==> src/rtl/oc_pkg.sv <==
package oc_pkg;
  localparam int NA = 7;
  localparam int NB = 8;
  localparam int NC = 3;
  localparam int A_RAT [NA] = '{2, 48, 16, 12, 8, 6, 4};
  localparam int B_RAT [NB] = '{64, 48, 16, 8, 4, 5, 2, 1};
  localparam int C_RAT [NC] = '{5, 2, 1};
  localparam int F8_DIV = 2;
  localparam int F2_DIV = 8;

  localparam int IDX_B0  = NA;
  localparam int IDX_C0  = NA + NB;
  localparam int IDX_F8  = IDX_C0 + NC;
  localparam int IDX_F2  = IDX_F8 + 1;
  localparam int IDX_SYN = IDX_F2 + 1;
  localparam int IDX_REF = IDX_SYN + 1;
  localparam int NSEL    = IDX_REF + 1;
  localparam int SEL_W   = $clog2(NSEL + 1);
  localparam int VEC_N   = 2 ** SEL_W;

  function automatic logic [SEL_W-1:0] sel_decode(input logic [3:0] code, input logic alt);
    logic [SEL_W-1:0] s;
    s = SEL_W'(NSEL);
    if (!alt) begin
      case (code)
        4'd0:    s = SEL_W'(NSEL);
        4'd1:    s = SEL_W'(IDX_F2);
        4'd2:    s = SEL_W'(IDX_F8);
        4'd3:    s = SEL_W'(IDX_SYN);
        default: s = SEL_W'(code) - SEL_W'(4);
      endcase
    end else begin
      case (code)
        4'd1:    s = SEL_W'(IDX_B0 + 5);
        4'd2:    s = SEL_W'(IDX_B0 + 6);
        4'd3:    s = SEL_W'(IDX_B0 + 7);
        4'd4:    s = SEL_W'(IDX_C0);
        4'd5:    s = SEL_W'(IDX_C0 + 1);
        4'd6:    s = SEL_W'(IDX_C0 + 2);
        4'd7:    s = SEL_W'(IDX_REF);
        default: s = SEL_W'(NSEL);
      endcase
    end
    return s;
  endfunction
endpackage

==> src/rtl/oc_div.sv <==
module oc_div #(
  parameter int RATIO = 2
) (
  input  logic clk,
  input  logic rst_n,
  input  logic stb,
  output logic lvl,
  output logic rise_nxt
);
  localparam int CW = (RATIO > 1) ? $clog2(RATIO) : 1;
  localparam int HI = (RATIO + 1) / 2;

  logic [CW-1:0] cnt_q, cnt_d;
  logic          lvl_q, lvl_d;
  logic          wrap;

  assign wrap = (cnt_q == CW'(RATIO - 1));

  always_comb begin
    cnt_d = cnt_q;
    if (stb) cnt_d = wrap ? '0 : cnt_q + CW'(1);
  end

  generate
    if (RATIO == 1) begin : g_pulse
      always_comb lvl_d = stb;
    end else begin : g_count
      always_comb begin
        lvl_d = lvl_q;
        if (stb) lvl_d = (cnt_d < CW'(HI));
      end
    end
  endgenerate

  always_ff @(posedge clk or negedge rst_n) begin
    if (!rst_n) begin
      cnt_q <= CW'(RATIO - 1);
      lvl_q <= 1'b0;
    end else begin
      cnt_q <= cnt_d;
      lvl_q <= lvl_d;
    end
  end

  assign lvl      = lvl_q;
  assign rise_nxt = stb & wrap;
endmodule

==> src/rtl/oc_pass.sv <==
module oc_pass (
  input  logic clk,
  input  logic rst_n,
  input  logic din,
  output logic lvl,
  output logic rise_nxt
);
  logic lvl_q;

  always_ff @(posedge clk or negedge rst_n) begin
    if (!rst_n) lvl_q <= 1'b0;
    else        lvl_q <= din;
  end

  assign lvl      = lvl_q;
  assign rise_nxt = din & ~lvl_q;
endmodule

==> src/rtl/oc_gate.sv <==
module oc_gate
  import oc_pkg::*;
(
  input  logic             clk,
  input  logic             rst_n,
  input  logic             chg,
  input  logic [SEL_W-1:0] sel,
  input  logic [VEC_N-1:0] lvl_vec,
  input  logic [VEC_N-1:0] rise_vec,
  output logic             out
);
  logic armed_q, armed_d;
  logic out_q, out_d;

  always_comb begin
    armed_d = armed_q;
    if (chg)                         armed_d = 1'b0;
    else if (!armed_q && rise_vec[sel]) armed_d = 1'b1;
    out_d = armed_q & lvl_vec[sel];
  end

  always_ff @(posedge clk or negedge rst_n) begin
    if (!rst_n) begin
      armed_q <= 1'b0;
      out_q   <= 1'b0;
    end else begin
      armed_q <= armed_d;
      out_q   <= out_d;
    end
  end

  assign out = out_q;
endmodule

==> src/rtl/outclk_sel.sv <==
module outclk_sel
  import oc_pkg::*;
(
  input  logic       clk,
  input  logic       rst_n,
  input  logic       cfg_load,
  input  logic [3:0] cfg_code,
  input  logic       cfg_alt,
  input  logic       cfg_en2k,
  input  logic       cfg_en8k,
  input  logic       frm_stb,
  input  logic       pll_a_stb,
  input  logic       pll_b_stb,
  input  logic       pll_c_stb,
  input  logic       synth_clk,
  input  logic       ref_clk,
  output logic       clk_out,
  output logic       sync_2k,
  output logic       sync_8k
);
  logic             rst_meta, rst_sync_n;
  logic [3:0]       code_q;
  logic             alt_q, en2_q, en8_q;
  logic             chg;
  logic [SEL_W-1:0] sel;
  logic [VEC_N-1:0] lvl_vec, rise_vec;
  logic             s2_q, s8_q, s2_d, s8_d;

  always_ff @(posedge clk or negedge rst_n) begin
    if (!rst_n) begin
      rst_meta   <= 1'b0;
      rst_sync_n <= 1'b0;
    end else begin
      rst_meta   <= 1'b1;
      rst_sync_n <= rst_meta;
    end
  end

  assign chg = cfg_load & ({cfg_alt, cfg_code} != {alt_q, code_q});

  always_ff @(posedge clk or negedge rst_sync_n) begin
    if (!rst_sync_n) begin
      code_q <= 4'd0;
      alt_q  <= 1'b0;
      en2_q  <= 1'b1;
      en8_q  <= 1'b1;
    end else if (cfg_load) begin
      code_q <= cfg_code;
      alt_q  <= cfg_alt;
      en2_q  <= cfg_en2k;
      en8_q  <= cfg_en8k;
    end
  end

  assign sel = sel_decode(code_q, alt_q);

  for (genvar i = 0; i < NA; i++) begin : g_a
    oc_div #(.RATIO(A_RAT[i])) u_div (
      .clk(clk), .rst_n(rst_sync_n), .stb(pll_a_stb),
      .lvl(lvl_vec[i]), .rise_nxt(rise_vec[i]));
  end
  for (genvar i = 0; i < NB; i++) begin : g_b
    oc_div #(.RATIO(B_RAT[i])) u_div (
      .clk(clk), .rst_n(rst_sync_n), .stb(pll_b_stb),
      .lvl(lvl_vec[IDX_B0+i]), .rise_nxt(rise_vec[IDX_B0+i]));
  end
  for (genvar i = 0; i < NC; i++) begin : g_c
    oc_div #(.RATIO(C_RAT[i])) u_div (
      .clk(clk), .rst_n(rst_sync_n), .stb(pll_c_stb),
      .lvl(lvl_vec[IDX_C0+i]), .rise_nxt(rise_vec[IDX_C0+i]));
  end

  oc_div #(.RATIO(F8_DIV)) u_f8 (
    .clk(clk), .rst_n(rst_sync_n), .stb(frm_stb),
    .lvl(lvl_vec[IDX_F8]), .rise_nxt(rise_vec[IDX_F8]));
  oc_div #(.RATIO(F2_DIV)) u_f2 (
    .clk(clk), .rst_n(rst_sync_n), .stb(frm_stb),
    .lvl(lvl_vec[IDX_F2]), .rise_nxt(rise_vec[IDX_F2]));

  oc_pass u_syn (
    .clk(clk), .rst_n(rst_sync_n), .din(synth_clk),
    .lvl(lvl_vec[IDX_SYN]), .rise_nxt(rise_vec[IDX_SYN]));
  oc_pass u_ref (
    .clk(clk), .rst_n(rst_sync_n), .din(ref_clk),
    .lvl(lvl_vec[IDX_REF]), .rise_nxt(rise_vec[IDX_REF]));

  assign lvl_vec[VEC_N-1:NSEL]  = '0;
  assign rise_vec[VEC_N-1:NSEL] = '0;

  oc_gate u_gate (
    .clk(clk), .rst_n(rst_sync_n), .chg(chg), .sel(sel),
    .lvl_vec(lvl_vec), .rise_vec(rise_vec), .out(clk_out));

  always_comb begin
    s8_d = en8_q & lvl_vec[IDX_F8];
    s2_d = en2_q & lvl_vec[IDX_F2];
  end

  always_ff @(posedge clk or negedge rst_sync_n) begin
    if (!rst_sync_n) begin
      s2_q <= 1'b0;
      s8_q <= 1'b0;
    end else begin
      s2_q <= s2_d;
      s8_q <= s8_d;
    end
  end

  assign sync_2k = s2_q;
  assign sync_8k = s8_q;
endmodule

==> config.mk <==
export PLATFORM = sky130hd
export DESIGN_NAME = outclk_sel
export DESIGN_NICKNAME = d
export VERILOG_FILES = /design/src/rtl/oc_pkg.sv /design/src/rtl/oc_div.sv /design/src/rtl/oc_pass.sv /design/src/rtl/oc_gate.sv /design/src/rtl/outclk_sel.sv
export SDC_FILE = /design/constraint.sdc
export NUM_CORES = 1
export LEC_CHECK = 0
export CORE_MARGIN = 4
export CORE_UTILIZATION = 64
export CTS_CLUSTER_SIZE = 20
export DETAILED_ROUTE_END_ITERATION = 8
export DONT_BUFFER_PORTS = 1
export HOLD_SLACK_MARGIN = 0.06
export PLACE_DENSITY_LB_ADDON = 0.15
export SETUP_SLACK_MARGIN = 0.3
export SYNTH_ARGS = -nofsm -noshare
export SYNTH_HDL_FRONTEND = slang
export SYNTH_SLANG_ARGS = --single-unit
==> constraint.sdc <==
create_clock -name clk -period 3.5 [get_ports clk]
set_input_delay 0 -clock clk [delete_from_list [all_inputs] [get_ports clk]]
set_output_delay 0 -clock clk [all_outputs]
set_load 0.01 [all_outputs]
=== After elaboration in Yosys (flattened, before gate mapping) ===
Index checks and enable logic that the tools add are counted.
Widths: inputs -> output; s select.

* Register bits: 93
* Input bits: 16
* Output and inout port bits: 3
* Word-level logic and storage cells: 195

* Add/subtract/negate cells: 21
* $lt $le $gt $ge: 19
* Eq/ne operators: 22
* Mux-type cells: 47
* Bitwise operators: 30
* Reduce and logical (&&, ||, !) cells: 4

{| class="wikitable"
|+ Operators by type and width
! cell !! count
|-
| $mux 3 || 12
|-
| $mux 6 || 6
|-
| $pmux 5 s7 || 1
|-
| $and 1x1->1 || 26
|-
| $mux 4 || 6
|-
| $pmux 5 s4 || 1
|-
| $add 3x1->3 const B || 6
|-
| $add 6x1->6 const B || 3
|-
| $eq 3x3->1 const B || 6
|-
| $eq 6x6->1 const B || 3
|-
| $eq 4x3->1 const B || 4
|-
| $mux 1 || 14
|-
| $add 4x1->4 const B || 3
|-
| $eq 4x4->1 const B || 3
|-
| $lt 6x5->1 const B || 2
|-
| $bmux 1 s5 || 2
|-
| $lt 3x2->1 const B || 3
|-
| $lt 3x3->1 const B || 3
|-
| $eq 4x2->1 const B || 2
|-
| $lt 4x4->1 const B || 2
|-
| $mux 2 || 4
|-
| $add 1x1->1 const B || 6
|-
| $lt 5x6->1 const B || 1
|-
| $lt 6x6->1 const B || 1
|-
| 14 further kinds || 23
|}

=== Longest topological paths before layout ===
* Depth after elaboration: 8
* Depth in mapped cells: 10
* Gate-level depth less buffers: 8

=== By module ===
Synthesis repeated with hierarchy kept, for this count alone.

* Cells, all modules: 428
* Area total of the unflattened synthesis: 5024.8 um^2

{| class="wikitable"
|+ Modules (own cells, without submodules)
! module !! times used !! cells each !! area each (um^2) !! sequential area each (um^2)
|-
| oc_div (g_a[1].u_div ...) || 2 || 33 || 360.3 || 181.4
|-
| outclk_sel || 1 || 66 || 670.6 || 277.8
|-
| oc_gate || 1 || 51 || 629.4 || 50.0
|-
| oc_div (g_a[4].u_div ...) || 3 || 13 || 187.7 || 103.8
|-
| oc_div (g_a[2].u_div ...) || 2 || 20 || 247.7 || 130.1
|-
| oc_div (g_b[5].u_div ...) || 2 || 24 || 214.0 || 101.3
|-
| oc_div (g_b[0].u_div) || 1 || 32 || 346.6 || 182.7
|-
| oc_div (g_a[3].u_div) || 1 || 23 || 276.5 || 128.9
|-
| oc_div (g_a[6].u_div ...) || 2 || 10 || 132.6 || 77.6
|-
| oc_div (g_b[6].u_div ...) || 3 || 5 || 72.6 || 51.3
|-
| oc_div (g_a[5].u_div) || 1 || 15 || 191.4 || 102.6
|-
| oc_div (g_a[0].u_div) || 1 || 5 || 77.6 || 51.3
|-
| oc_pass || 2 || 2 || 38.8 || 25.0
|-
| oc_div (g_b[7].u_div ...) || 2 || 2 || 32.5 || 25.0
|}

=== Worst setup path before layout ===
OpenSTA, ideal clock, no wires.

* Path kind: register to register
* Start point: register code_q[0]
* End point: register u_gate.armed_q
* Data arrival time: 1.839 ns
* Data required time: 3.369 ns
* Setup slack: 1.530 ns
* Cell stages (with the launch flop): 9
* Path buffers: 1
* Period minus slack after synthesis: 1.970 ns
* Cells stage by stage: dfrtp_1 > buf_6 > or3_4 > o211a_2 > nand2_2 > mux2_2 > a31o_2 > o21bai_1 > o211ai_2

* Cells in the longest elaborated chain, start to end: 7
* Elaborated cells on any way between the ends: 19
* Those cells by class: add/sub (1); eq/ne (8); mux (6); bitwise (1); reduce/logical (3)

{| class="wikitable"
|+ RTL lines
! element !! line !! RTL
|-
| from (decl) || outclk_sel.sv:22 || <nowiki>logic [3:0] code_q;</nowiki>
|-
| from (signal assigned) || outclk_sel.sv:48 || <nowiki>code_q <= cfg_code;</nowiki>
|-
| $sub 4x3->5, or another cell as far along || oc_pkg.sv:30 || <nowiki>default: s = SEL_W'(code) - SEL_W'(4);</nowiki>
|-
| $pmux 5 s4 / $pmux 5 s7 (equally long branches) || oc_pkg.sv:25, oc_pkg.sv:33 ||
|-
| $mux 5 || oc_pkg.sv:24 || <nowiki>if (!alt) begin</nowiki>
|-
| $bmux 1 s5 || oc_gate.sv:18 || <nowiki>else if (!armed_q && rise_vec[sel]) armed_d = 1'b1;</nowiki>
|-
| $mux 1 (not written as such) || oc_gate.sv:18 ||
|-
| $logic_and 1x1->1 || oc_gate.sv:18 ||
|-
| $reduce_bool 2->1 (no source line) || n/a ||
|-
| to (signal assigned) || oc_gate.sv:27 || <nowiki>armed_q <= armed_d;</nowiki>
|-
| to (decl) || oc_gate.sv:12 || <nowiki>logic armed_q, armed_d;</nowiki>
|}

Several ways; a longest one is shown, not always the timed one. The select of a mux whose other input is x is not followed.
A chain may end at the register's enable or synchronous reset.

=== Worst setup path in the final report ===
* Start point: register code_q[1]
* End point: register u_gate.armed_q

The elaborated chain is that of the path after synthesis.

==> impl_metrics.json <==
{
  "cts_tree": "done",
  "syn_nets": 512,
  "powerDensity_nw_per_um2": 771,
  "vias": 3410,
  "final_common_cell": "nand2_1",
  "grt_overflow": 0,
  "max-vdd-ir-drop_mv": 0.449,
  "slew_viol_final": 0,
  "numPortBuffers": 0,
  "clkTransAtPathRegs_ns": 0.08,
  "hold_class": "input pin to flop",
  "setup_viol": 0,
  "postCtsResizedCells": 0,
  "setup_tns_ns": 0,
  "ios": 19,
  "rsz0062_at_grt": "no",
  "dpl.hpwl_um": 6110,
  "ys_types": 62,
  "synth_edf_count": 0,
  "fin_crit_ns": 2.52,
  "hold_violations": 0,
  "drtIter0Drc": 155,
  "min_to": "g_b[1].u_div.cnt_q[4]",
  "maxCapViolCount": 0,
  "syn2layout_area_growth_pct": 8.78,
  "ys_async_sr_fraction_pct": 100,
  "grt_pass1_wl_um": 15600,
  "worst_path_largest_cell_delay_ns": 0.68,
  "routed_wl_um": 9110,
  "syn_avg_cell_area_um2": 10.3,
  "gr-usage-all-layers_pct": 21.9,
  "dp_slack_ns": 1.01,
  "cts_setup_buffers": 0,
  "dieArea_um2": 9120,
  "cts_max_level": 3,
  "cp-start-kind": "flop",
  "grt_pass1_vias": 3432,
  "dpl_cell_area_um2": 4900,
  "reg2reg_slack_ns": 0.98,
  "clock.fmax_mhz": 397,
  "ys_ff_latch": 91,
  "r2r_cells": 7,
  "whs_ns": 0.0791,
  "fin_cells": 585,
  "ys_seq_area_share_pct": 47.8,
  "fp-row-count": 31,
  "remaining_drc_errors": 0,
  "clk_path_buf_depth": 2,
  "drive_gt1_share_pct": 22.8,
  "cp_data_arrival_time_ns": 2.75,
  "clockRootBuffer": "clkbuf_8",
  "r2r_end": "u_gate.armed_q",
  "cts.sinks": 91,
  "grt_max_degree": 48,
  "gp_congestion": 0.833,
  "antenna_found_initial": 0,
  "fin_util_pct": 72.7,
  "r2r-start": "code_q[1]",
  "crit_buf_inv": 0,
  "worstPathMaxFanout": 21,
  "avgViaCountPerCell": 5.83,
  "synth_ff_type": "dfstp_2",
  "yosysWarnings": 0,
  "wl_per_cell_um": 15.6,
  "core-area_um2": 7330,
  "status": "completed",
  "layout_common_cells": "nand2_1 (53), dfstp_2 (50), dfrtp_1 (40)",
  "die_h_um": 95.5,
  "layout_worst_path_cycle_share_pct": 72.0,
  "hold_depth": 4,
  "die_w_um": 95.5,
  "leakagePower_nw": 2.26,
  "cp-end-kind": "flop",
  "start_util_pct": 66.8,
  "diodes": 0,
  "drtPass1Iterations": 6,
  "crit_chain": "nor3b_1 > o21ai_1 > nand2_2 > mux2_2 > a31o_2 > o21bai_1 > o211ai_2",
  "worstHoldStart": "pll_b_stb",
  "cts_buffers": 9,
  "finalInstanceArea_um2": 5330,
  "dp_cells": 550,
  "final_nets": 519,
  "tightest_slew_ns": 0.590,
  "path_delay_family": "simple AND/OR/NAND/NOR gates",
  "cp.required_ns": 3.73,
  "ant_nets": 0,
  "relSlewSlack_pct": 60.7,
  "clock-skew-final_ns": 0.00552,
  "fin_ws_ns": 0.979,
  "total_power_mw": 4.11,
  "critPathSlowestCell": "dfrtp_1",
  "synthCells": 474,
  "clk_latency_ns": 0.34,
  "syn-cell-area_um2": 4900,
  "critPathKind": "flop to flop"
}
[metal layers]
metal / global-route usage [%] / wire length (um)
met5: 0 / 0
met4: 6.28 / 79
met3: 3.87 / 306
met2: 37.5 / 4570
met1: 28.5 / 4150
[sequential cells by signal (all words and copies together) (netlist names)]
name	cells
rst_meta	1
en2_q	1
g_b.u_div.cnt_q	25
g_c.u_div.lvl	3
u_gate.out	1
sync_8k	1
u_f8.cnt_q	1
sync_2k	1
u_f8.lvl	1
u_f2.lvl	1
g_c.u_div.cnt_q	4
g_b.u_div.lvl	8
u_f2.cnt_q	3
en8_q	1
g_a.u_div.cnt_q	23
u_syn.lvl	1
rst_sync_n	1
u_ref.lvl	1
g_a.u_div.lvl	7
alt_q	1
code_q	4
u_gate.armed_q	1
[kinds of logic (layout without fill, tap and decap cells)]
| family | after synthesis | after routing | synth area share (%) |
|---|---|---|---|
| xor gates and xnor gates | 20 | 20 | 3.58 |
| AOI/OAI and AO/OA | 99 | 99 | 13.4 |
| other | 1 | 1 | 0.0765 |
| buffers and inverters | 51 | 63 | 4.80 |
| adders and majority gates | 22 | 22 | 5.62 |
| muxes | 48 | 48 | 10.6 |
| DFF | 91 | 91 | 47.8 |
| and+or+nand+nor | 142 | 142 | 14.1 |
[final cells by class]
type | count | area, um^2
Fill cell | 515 | 2000
Timing Repair Buffer | 21 | 225
Clock buffer | 13 | 169
Tap cell | 99 | 124
Multi-Input combinational cell | 332 | 2320
Sequential cell | 91 | 2340
Inverter | 26 | 97.6
Clock inverter | 3 | 46.3
[worst max-delay path by stage]
stage,to,cells past startpoint,slack (ns),from
floorplan,alt_q,0,0.86,rst_sync_n
global placement,u_gate.armed_q,7,1.10,code_q[0]
detailed placement,u_gate.armed_q,7,1.01,code_q[1]
CTS,u_gate.armed_q,7,0.99,code_q[1]
global route,u_gate.armed_q,7,0.79,code_q[1]
finish,u_gate.armed_q,7,0.98,code_q[1]
[what timing repair did]
item,4_1_cts,5_1_grt
endpoints found under the setup margin,0,0
endpoints found under the hold margin,87,0
hold buffers,19,0
[Yosys cell counts, drive strengths merged, types with 3 or more instances]
cell,count,share of area [%]
ha,22,5.6
a21oi,22,2.2
mux2,29,6.7
nor2,26,2.0
o21ai,34,3.5
nor3,5,0.51
nor2b,6,0.77
nor3b,3,0.46
nand2b,5,0.64
clkbuf,10,0.77
buf,15,2.0
dfstp,50,27
and3,3,0.38
xnor2,13,2.3
a21o,3,0.46
inv,26,2.0
nand4,12,1.5
nand3,16,1.6
dfrtp,41,21
o21bai,3,0.46
mux2i,19,3.9
nand2,54,4.2
o22ai,4,0.51
a31oi,7,1.2
xor2,7,1.3
o211ai,6,1.0
[report_power, final]
part,internal (mW),total [mW],switching [mW]
registers,1.69,2.09,0.400
clock network,0.391,0.740,0.350
logic,0.651,1.28,0.627
[worst register-to-register path: stages (launching register included)]
cell,delay (ns)
dfrtp_1,0.68
nor3b_1,0.35
o21ai_1,0.15
nand2_2,0.36
mux2_2,0.39
a31o_2,0.23
o21bai_1,0.16
o211ai_2,0.09
Power figures use the tool's default switching activity.
